<file path="src/rtl/viterbi4_pkg.sv">
package viterbi4_pkg;

  // Strobes from the control FSM into the trellis datapath.
  typedef struct packed {
    logic clr;   // load the start-of-block metrics
    logic step;  // run one add-compare-select step on symData
  } vitStrobe_t;

  // Expected channel pair for input bit u leaving state prev = {newest, older}.
  function automatic logic [1:0] branchLabel(input logic u, input logic [1:0] prev);
    return {u ^ prev[1] ^ prev[0], u ^ prev[0]};
  endfunction

  // Hamming distance between two 2-bit symbols.
  function automatic logic [1:0] symDist(input logic [1:0] a, input logic [1:0] b);
    logic [1:0] x;
    x = a ^ b;
    return {x[1] & x[0], x[1] ^ x[0]};
  endfunction

endpackage

</file>
<file path="src/rtl/viterbi4_ctrl.sv">
module viterbi4_ctrl
  import viterbi4_pkg::*;
#(
  parameter int BLK_LEN = 8,
  parameter int IW      = 3
) (
  input  logic          clk,
  input  logic          rst_n,
  input  logic          start,
  input  logic          symValid,
  output vitStrobe_t    strobe,
  output logic [IW-1:0] stepIdx,
  output logic [IW-1:0] readIdx,
  output logic          outValid,
  output logic          done
);

  typedef enum logic [1:0] {IDLE, ACCUM, EMIT} ctrlState_t;

  localparam logic [IW-1:0] LAST = IW'(BLK_LEN - 1);

  ctrlState_t state;
  logic [IW-1:0] cnt;

  always_ff @(posedge clk or negedge rst_n) begin
    if (!rst_n) begin
      state <= IDLE;
      cnt   <= '0;
    end else if (start) begin
      state <= ACCUM;
      cnt   <= '0;
    end else begin
      unique case (state)
        ACCUM: if (symValid) begin
          if (cnt == LAST) begin
            state <= EMIT;
            cnt   <= '0;
          end else begin
            cnt <= cnt + 1'b1;
          end
        end
        EMIT: begin
          if (cnt == LAST) begin
            state <= IDLE;
            cnt   <= '0;
          end else begin
            cnt <= cnt + 1'b1;
          end
        end
        default: ;
      endcase
    end
  end

  always_comb begin
    strobe.clr  = start;
    strobe.step = !start && (state == ACCUM) && symValid;
    stepIdx     = cnt;
    readIdx     = cnt;
    outValid    = (state == EMIT);
    done        = (state == EMIT) && (cnt == LAST);
  end

endmodule

</file>
<file path="src/rtl/viterbi4_datapath.sv">
module viterbi4_datapath
  import viterbi4_pkg::*;
#(
  parameter int BLK_LEN = 8,
  parameter int MW      = 6,
  parameter int IW      = 3
) (
  input  logic          clk,
  input  logic          rst_n,
  input  vitStrobe_t    strobe,
  input  logic [1:0]    symData,
  input  logic [IW-1:0] stepIdx,
  input  logic [IW-1:0] readIdx,
  output logic          bitOut,
  output logic [MW-1:0] bestMetric
);

  localparam int NS = 4;
  localparam logic [MW-1:0] PM_MAX = '1;

  logic [NS-1:0][MW-1:0]      pm;
  logic [NS-1:0][BLK_LEN-1:0] hist;
  logic [NS-1:0][MW-1:0]      nextPm;
  logic [NS-1:0][BLK_LEN-1:0] nextHist;

  function automatic logic [MW-1:0] satAdd(input logic [MW-1:0] a, input logic [1:0] b);
    logic [MW:0] s;
    s = {1'b0, a} + (MW+1)'(b);
    return s[MW] ? PM_MAX : s[MW-1:0];
  endfunction

  // One add-compare-select unit per destination state {u, r}.
  for (genvar gs = 0; gs < NS; gs++) begin : g_acs
    localparam int U   = gs / 2;
    localparam int R   = gs % 2;
    localparam int PLO = R * 2;
    localparam int PHI = R * 2 + 1;

    logic [1:0]         costLo, costHi;
    logic [MW-1:0]      sumLo, sumHi;
    logic               takeHi;
    logic [BLK_LEN-1:0] merged;

    assign costLo = symDist(symData, branchLabel(1'(U), 2'(PLO)));
    assign costHi = symDist(symData, branchLabel(1'(U), 2'(PHI)));
    assign sumLo  = satAdd(pm[PLO], costLo);
    assign sumHi  = satAdd(pm[PHI], costHi);
    assign takeHi = sumHi < sumLo;

    always_comb begin
      merged          = takeHi ? hist[PHI] : hist[PLO];
      merged[stepIdx] = 1'(U);
    end

    assign nextPm[gs]   = takeHi ? sumHi : sumLo;
    assign nextHist[gs] = merged;
  end

  always_ff @(posedge clk or negedge rst_n) begin
    if (!rst_n) begin
      pm   <= {NS{PM_MAX}};
      hist <= '0;
    end else if (strobe.clr) begin
      pm    <= {NS{PM_MAX}};
      pm[0] <= '0;
      hist  <= '0;
    end else if (strobe.step) begin
      pm   <= nextPm;
      hist <= nextHist;
    end
  end

  // Lowest metric wins; the first (lowest-numbered) state keeps a tie.
  logic [1:0] bestIdx;
  always_comb begin
    bestIdx    = 2'd0;
    bestMetric = pm[0];
    for (int i = 1; i < NS; i++) begin
      if (pm[i] < bestMetric) begin
        bestMetric = pm[i];
        bestIdx    = 2'(i);
      end
    end
  end

  assign bitOut = hist[bestIdx][readIdx];

endmodule

</file>
<file path="src/rtl/viterbi4_decoder.sv">
module viterbi4_decoder
  import viterbi4_pkg::*;
#(
  parameter int BLK_LEN = 8,
  parameter int MW      = 6
) (
  input  logic       clk,
  input  logic       rst_n,
  input  logic       start,
  input  logic       symValid,
  input  logic [1:0] symData,
  output logic       outBit,
  output logic       outValid,
  output logic       done
);

  localparam int IW = (BLK_LEN > 1) ? $clog2(BLK_LEN) : 1;

  vitStrobe_t    strobe;
  logic [IW-1:0] stepIdx, readIdx;
  logic [MW-1:0] bestMetric;
  logic          stepS, clrS;

  assign stepS = strobe.step;
  assign clrS  = strobe.clr;

  viterbi4_ctrl #(.BLK_LEN(BLK_LEN), .IW(IW)) ctrl_i (
    .clk(clk), .rst_n(rst_n), .start(start), .symValid(symValid),
    .strobe(strobe), .stepIdx(stepIdx), .readIdx(readIdx),
    .outValid(outValid), .done(done)
  );

  viterbi4_datapath #(.BLK_LEN(BLK_LEN), .MW(MW), .IW(IW)) dp_i (
    .clk(clk), .rst_n(rst_n), .strobe(strobe), .symData(symData),
    .stepIdx(stepIdx), .readIdx(readIdx),
    .bitOut(outBit), .bestMetric(bestMetric)
  );

endmodule

</file>
<file path="config.mk">
export PLATFORM = sky130hd
export DESIGN_NAME = viterbi4_decoder
export DESIGN_NICKNAME = d
export VERILOG_FILES = /design/src/rtl/viterbi4_pkg.sv /design/src/rtl/viterbi4_ctrl.sv /design/src/rtl/viterbi4_datapath.sv /design/src/rtl/viterbi4_decoder.sv
export SDC_FILE = /design/constraint.sdc
export NUM_CORES = 1
export LEC_CHECK = 0
export BUFFER_PORTS_ARGS = -buffer_cell sky130_fd_sc_hd__buf_4
export CAP_MARGIN = 20
export CORE_MARGIN = 5
export CORE_UTILIZATION = 25
export DETAILED_ROUTE_END_ITERATION = 16
export SYNTH_ARGS = -nofsm -noshare
export SYNTH_HDL_FRONTEND = slang
export SYNTH_SLANG_ARGS = --single-unit
</file>
<file path="constraint.sdc">
create_clock -name clk -period 10.2 [get_ports clk]
set_input_delay 0 -clock clk [delete_from_list [all_inputs] [get_ports clk]]
set_output_delay 0 -clock clk [all_outputs]
set_load 0.005 [all_outputs]
</file>
==> summary.md, run 1 <==
| Metric | Value |
|---|---|
| H-tree depth | 3 |
| GP Congestion | 0.8255 |
| FILL cells | 2313 |
| Final ANT Viol Nets | 0 |
| Top post-synthesis cells by area | dfrtp_1, ha_1, dfstp_2 |
| CP Max Fanout | 14 |
| Critical path launch point type | flip-flop |
| Number of diodes | 0 |
| Final Net Count | 726 |
| # DRC | 0 |
| DP HPWL | 10.97 mm |
| Max Fclk | 160.7 MHz |
| Largest net degree at the start of global routing | 62 |
| Area of the multi-input gates | 3712 um^2 |
| Initial core utilization | 25.35% |
| Top cell type by total area after synthesis | dfrtp_1 |
| Post-Syn Area | 5533 um^2 |
| Max cap viols | 0 |
| Setup-failing EPs final | 0 |
| Primary FF master, synth | dfrtp_1 |
| Layout area overhead | 11.83% |
| Chip Width | 158.8 um |
| Drt total wl | 15.34 mm |
| Crit end category | primary output |
| Asr flop ratio synth | 100.0% |
| Post-Syn Instances | 663 |
| Via Count | 4945 |
| Post-CTS setup buffers | 0 |
| Kind of critical path | reg2out |
| RSZ-0062 raised after global routing | no |
| Slew headroom | 33.06% |
| GRT Residual Overflow | 0 |
| Min cycle time layout | 6224 ps |
| Register Area | 1556 um^2 |
| Clk sink count | 61 |
| Syn Nets | 730 |
| Clock latency on the worst-skew pair | 350 ps |
| Tcrit/Tclk final | 61.02% |
| Vias in the first global route | 4948 |
| Yosys reg bits | 61 |
| Clock buffer count from CTS | 9 |
| Initial antenna violation count | 0 |
| Worst-Margin Slew | 1002 ps |
| Global-route wire length before repair | 25.36 mm |
| Critical Path RT | 10200 ps |
| I/O pins | 9 |
| Tot GR Track Use | 12.09% |
| Drt first pass iters | 4 |
| Clock slew at the register clock pins of the worst setup and hold paths | 60 ps |
| Distinct cell type count after synthesis | 68 |
| Clk buf depth | 2 |
| Setup TNS | 0 ps |
| Hold crit path type | in2reg |
| Floorplan core area | 21820 um^2 |
| Post-synth top cells | nor2_1, nand2_1, ha_1 |
| Count leader, synth | nor2_1 |
| Post-synth EDFFs | 0 |
| Count of final hold-check violations | 0 |
| Clock root cell | clkbuf_16 |
| Total die area | 25210 um^2 |
| Status | finished, final reports clean |
| Mean Syn Cell Area | 8.345 um^2 |
| CTS tree | yes |
| Max-slew violations | 0 |
| Drt initial violations | 286 |
| Sequential element share of the synthesized area | 28.13% |
| PortBufs | 8 |
| Share of cells above drive strength 1 | 12.05% |
| Fin Clk Skew | 12.33 ps |
| Post-synth top area share | 16.73% |
| Via density | 5.238 |
| Die height | 158.8 um |
| Synth Warn # | 0 |
| CP arrival | 6220 ps |
| FP Rows | 54 |
| Avg WL per Cell | 16.25 um |
## per-stage QoR
stage	cells	util (%)	area, um^2	setup slack, ps	hold WS [ps]
floorplan	663	-	5533	4681	-295.6
global placement	922	26.76	5841	4225	150.6
detailed placement	922	26.76	5841	4070	155.2
CTS	941	28.21	6157	3697	108.0
global route	944	28.35	6187	3459	128.2
finish	944	28.35	6187	3976	114.8
## what timing repair did
item                                   in CTS  in global routing
hold buffers                                3                  0
endpoints found under the hold margin      39                  0
resized for setup                           0                  0
## path summary, 6_finish.rpt
check | startpoint | endpoint | slack (ps) | cells past startpoint
worst max-delay path | dp_i.pm[3] | outBit | 3980 | 24
worst min-delay path | symValid | ctrl_i.state[0] | 110 | 4
worst max register to register | dp_i.pm[12] | dp_i.hist[27] | 6290 | 14
worst min register to register | dp_i.hist[29] | dp_i.hist[29] | 520 | 2
max in group asynchronous | rst_n | dp_i.hist[2] | 9380 | 2
min in group asynchronous | rst_n | dp_i.hist[24] | 290 | 2
## state kept, by name, indices dropped and copies added (netlist names)
signal and count:
dp_i.hist 32, ctrl_i.readIdx 3, ctrl_i.state 2, dp_i.pm 24
## critical path: stages (launching register included)
cell and delay, ps:
dfstp_2 610, inv_1 100, ha_1 310, a21oi_1 170, o21ai_2 110, o21ba_2 400
nor2_1 70, a21oi_1 180, ha_1 290, a211oi_2 270, o21ai_1 140, or3_4 390
o211ai_1 150, buf_4 250, nor2_1 60, a21oi_1 120, ha_1 280, a21o_1 190
a211oi_1 280, o211ai_1 180, o31ai_4 310, o21bai_1 160, a41oi_1 110, or4_1 580
buf_4 160
## logic make-up after synthesis
| group | share of synthesized area, % |
|---|---|
| muxes | 7.146 |
| DFF | 28.13 |
| xor gates and xnor gates | 0.6333 |
| adders and majority gates | 14.88 |
| and+or+nand+nor | 19.36 |
| AOI/OAI and AO/OA | 24.94 |
| buffers and inverters | 4.907 |
## cell type report
| cell class | instances | area share [%] |
|---|---|---|
| multi-input combinational | 536 | 60.00 |
| sequential | 61 | 25.16 |
| tap | 280 | 5.662 |
| clock buffer | 10 | 3.862 |
| timing repair buffer | 20 | 2.669 |
| inverter | 31 | 1.881 |
| clock inverter | 6 | 0.7685 |
## cells in the final DEF (no fill, tap or decap), types with 15 or more instances in the layout
| cell | count |
|---|---|
| nor2_1 | 72 |
| nand2_1 | 56 |
| ha_1 | 53 |
| a21oi_1 | 50 |
| dfrtp_1 | 37 |
| o21ai_0 | 34 |
| o21ai_1 | 34 |
| inv_1 | 30 |
| mux2i_1 | 26 |
| dfstp_2 | 24 |
| nand3_1 | 21 |
| buf_4 | 15 |
## routing by layer
metal | wire length (um) | global-route usage [%]
met5 | 0 | 0
met4 | 336 | 4.458
met3 | 616 | 2.151
met2 | 7025 | 19.67
met1 | 7363 | 16.04
Power of run 1 is left out: the tool's default activity adds up to more than one toggle a clock period on the data nets, which glitch-free logic cannot reach.
==> run 2, diff against run 1 <==
==> constraint.sdc (replaced) <==
create_clock -name clk -period 6.2 [get_ports clk]
set_input_delay 0 -clock clk [delete_from_list [all_inputs] [get_ports clk]]
set_output_delay 0 -clock clk [all_outputs]
set_load 0.005 [all_outputs]
==> run 2 against run 1 <==
Compared with the run above: register-to-register slack worse by 3900 ps; highest routed layer unchanged; die area unchanged; worst hold slack gained 12 ps; critical endpoint unchanged; core utilization increased by 0.58 points; critical path type unchanged.
==> summary.md, run 2 (synthesized netlist as in run 1, its figures left out) <==
| Metric | Value |
|---|---|
| Min cycle time layout | 5950 ps |
| Setup WS pre-CTS | 336.7 ps (-3733 ps) |
| PortBufs | 8 (unchanged) |
| FILL cells | 2280 (-1.4%) |
| Top delay family on crit path | compound AO/OA/AOI/OAI gates |
| Critical Path RT | 6200 ps (-4000 ps) |
| Initial core utilization | 25.35% (unchanged) |
| Clock slew at the register clock pins of the worst setup and hold paths | 50 ps (about the same) |
| DP HPWL | 10.91 mm (-0.60%) |
| Tcrit/Tclk final | 95.97% |
| CP max-delay cell | dfstp_2 |
| Layout area overhead | 14.13% |
| Commonest cells after routing, fill and taps aside | nor2_1, nand2_1, ha_1 |
| Final Net Count | 735 (+1.2%) |
| Floorplan core area | 21820 um^2 (unchanged) |
| I/O pins | 9 (unchanged) |
| Kind of critical path | reg2out |
| Clk sink count | 61 (unchanged) |
| Final ANT Viol Nets | 0 (unchanged) |
| Avg WL per Cell | 16.23 um (-0.12%) |
| FP Rows | 54 (unchanged) |
| Via Count | 4933 (-0.24%) |
| CP dominant cell by count | ha_1 |
| Number of flip-flops under the largest register name | 32 (unchanged) |
| Share of cells above drive strength 1 | 13.37% (+1.3 points) |
| Via density | 5.176 (-1.2%) |
| Chip Width | 158.8 um (unchanged) |
| Most common cell after layout, fill and taps aside | nor2_1 |
| Worst-Margin Slew | 1040 ps (+38.37 ps) |
| Setup-failing EPs final | 0 (unchanged) |
| Critical path launch point type | flip-flop |
| Largest net degree at the start of global routing | 62 (unchanged) |
| Count of final hold-check violations | 0 (unchanged) |
| GRT Residual Overflow | 0 (unchanged) |
| Max-slew violations | 0 (unchanged) |
| Clk buf depth | 2 (unchanged) |
| CP arrival | 5950 ps (-270 ps) |
| Worst path bufs/invs | 3 (unchanged) |
| GP Congestion | 0.8342 (+1.1%) |
| Fin Clk Skew | 6.759 ps (-5.570 ps) |
| # DRC | 0 (unchanged) |
| Die height | 158.8 um (unchanged) |
| CTS tree | yes |
| Clock latency on the worst-skew pair | 340 ps (about the same) |
| Top reg by flops | dp_i.hist |
| H-tree depth | 3 (unchanged) |
| Total die area | 25210 um^2 (unchanged) |
| WHS | 126.7 ps (+11.93 ps) |
| Clock root cell | clkbuf_16 |
| Crit end category | primary output |
| Max cap viols | 0 (unchanged) |
| Drt first pass iters | 5 (+1) |
| Status | finished, final reports clean |
| Hold crit path type | in2reg |
| Worst path cell trace | inv_1 > ha_1 > a21oi_2 > o21ai_4 > o21ba_4 > nor2_1 > a21oi_1 > ha_1 > a211oi_2 > buf_4 > o21bai_1 > or2_1 > o211ai_1 > nor2_1 > a21oi_1 > ha_1 > a21o_1 > a211oi_2 > o211ai_1 > o31ai_4 > o21bai_1 > a41oi_1 > or4_1 > buf_4 |
| Max Fclk | 168.1 MHz |
| Global-route wire length before repair | 25.19 mm (-0.68%) |
| Drt initial violations | 303 (+5.9%) |
| Clock buffer count from CTS | 9 (unchanged) |
| Vias in the first global route | 4826 (-2.5%) |
| Drt total wl | 15.47 mm (+0.83%) |
| CP peak stage delay | 600 ps (about the same) |
| Slew headroom | 30.49% (-2.6 points) |
| Tot GR Track Use | 12.02% (-0.074 points) |
| CP Max Fanout | 10 (-4) |
| Number of diodes | 0 (unchanged) |
| Final setup margin | 249.9 ps (-3726 ps) |
| Initial antenna violation count | 0 (unchanged) |
## run 2: cell types whose count changed in the layout (fill, tap and decap cells not counted), sizes merged
cell	previous run	this run
clkinv	4	1
clkbuf	11	12
bufinv	0	2
inv	32	31
buf	16	26
## run 2: timing repair
item / CTS / global route
pin swaps: 1 / 5
gates resized for setup: 0 / 7
endpoints found under the hold margin: 39 / 0
buffers inserted: 3 / 7
setup endpoints to repair: 1 / 1
hold buffers: 3 / 0
## run 2: per-stage QoR
| stage | util, % | cell area (um^2) | TNS, ps | instances |
|---|---|---|---|---|
| 2_1_floorplan | - | 5533 | 0 | 663 |
| 3_3_place_gp | 26.80 | 5848 | 0 | 923 |
| 3_5_place_dp | 26.80 | 5848 | 0 | 923 |
| 4_1_cts | 28.45 | 6210 | 0 | 945 |
| 5_1_grt | 28.94 | 6315 | -125.6 | 953 |
| 6_report | 28.94 | 6315 | 0 | 953 |
## run 2: worst min-delay path, stage by stage
cell and delay [ps]:
buf_4 120, nor2b_1 150, nand2_1 70, a21o_1 100
## run 2: final timing paths
check,from,slack (ps),end,cells past startpoint
min,symValid,130,ctrl_i.state[0],4
min in group asynchronous,rst_n,290,dp_i.hist[15],2
max,dp_i.pm[3],250,outBit,24
max reg2reg,dp_i.pm[12],2350,dp_i.hist[30],14
min reg2reg,dp_i.hist[31],530,dp_i.hist[31],2
max in group asynchronous,rst_n,5360,dp_i.hist[12],2
## run 2: final cells by class
class | instances | area [um^2] | share of cell area [%]
multi-input cells | 536 | 3750 | 59.38
flip-flops and latches | 61 | 1556 | 24.65
well taps | 280 | 350.3 | 5.548
clock buffers | 12 | 236.5 | 3.745
repair buffers | 29 | 232.7 | 3.685
inverters | 31 | 116.4 | 1.843
clock inverters | 4 | 72.57 | 1.149
## run 2: layer usage
layer | part of all wire [%] | global-route usage (%) | wire, um
met5 | 0 | 0 | 0
met4 | 1.9 | 3.363 | 293
met3 | 5.6 | 2.877 | 859
met2 | 47 | 19.26 | 7210
met1 | 46 | 16.16 | 7106
Power of run 2 is left out for the same reason.
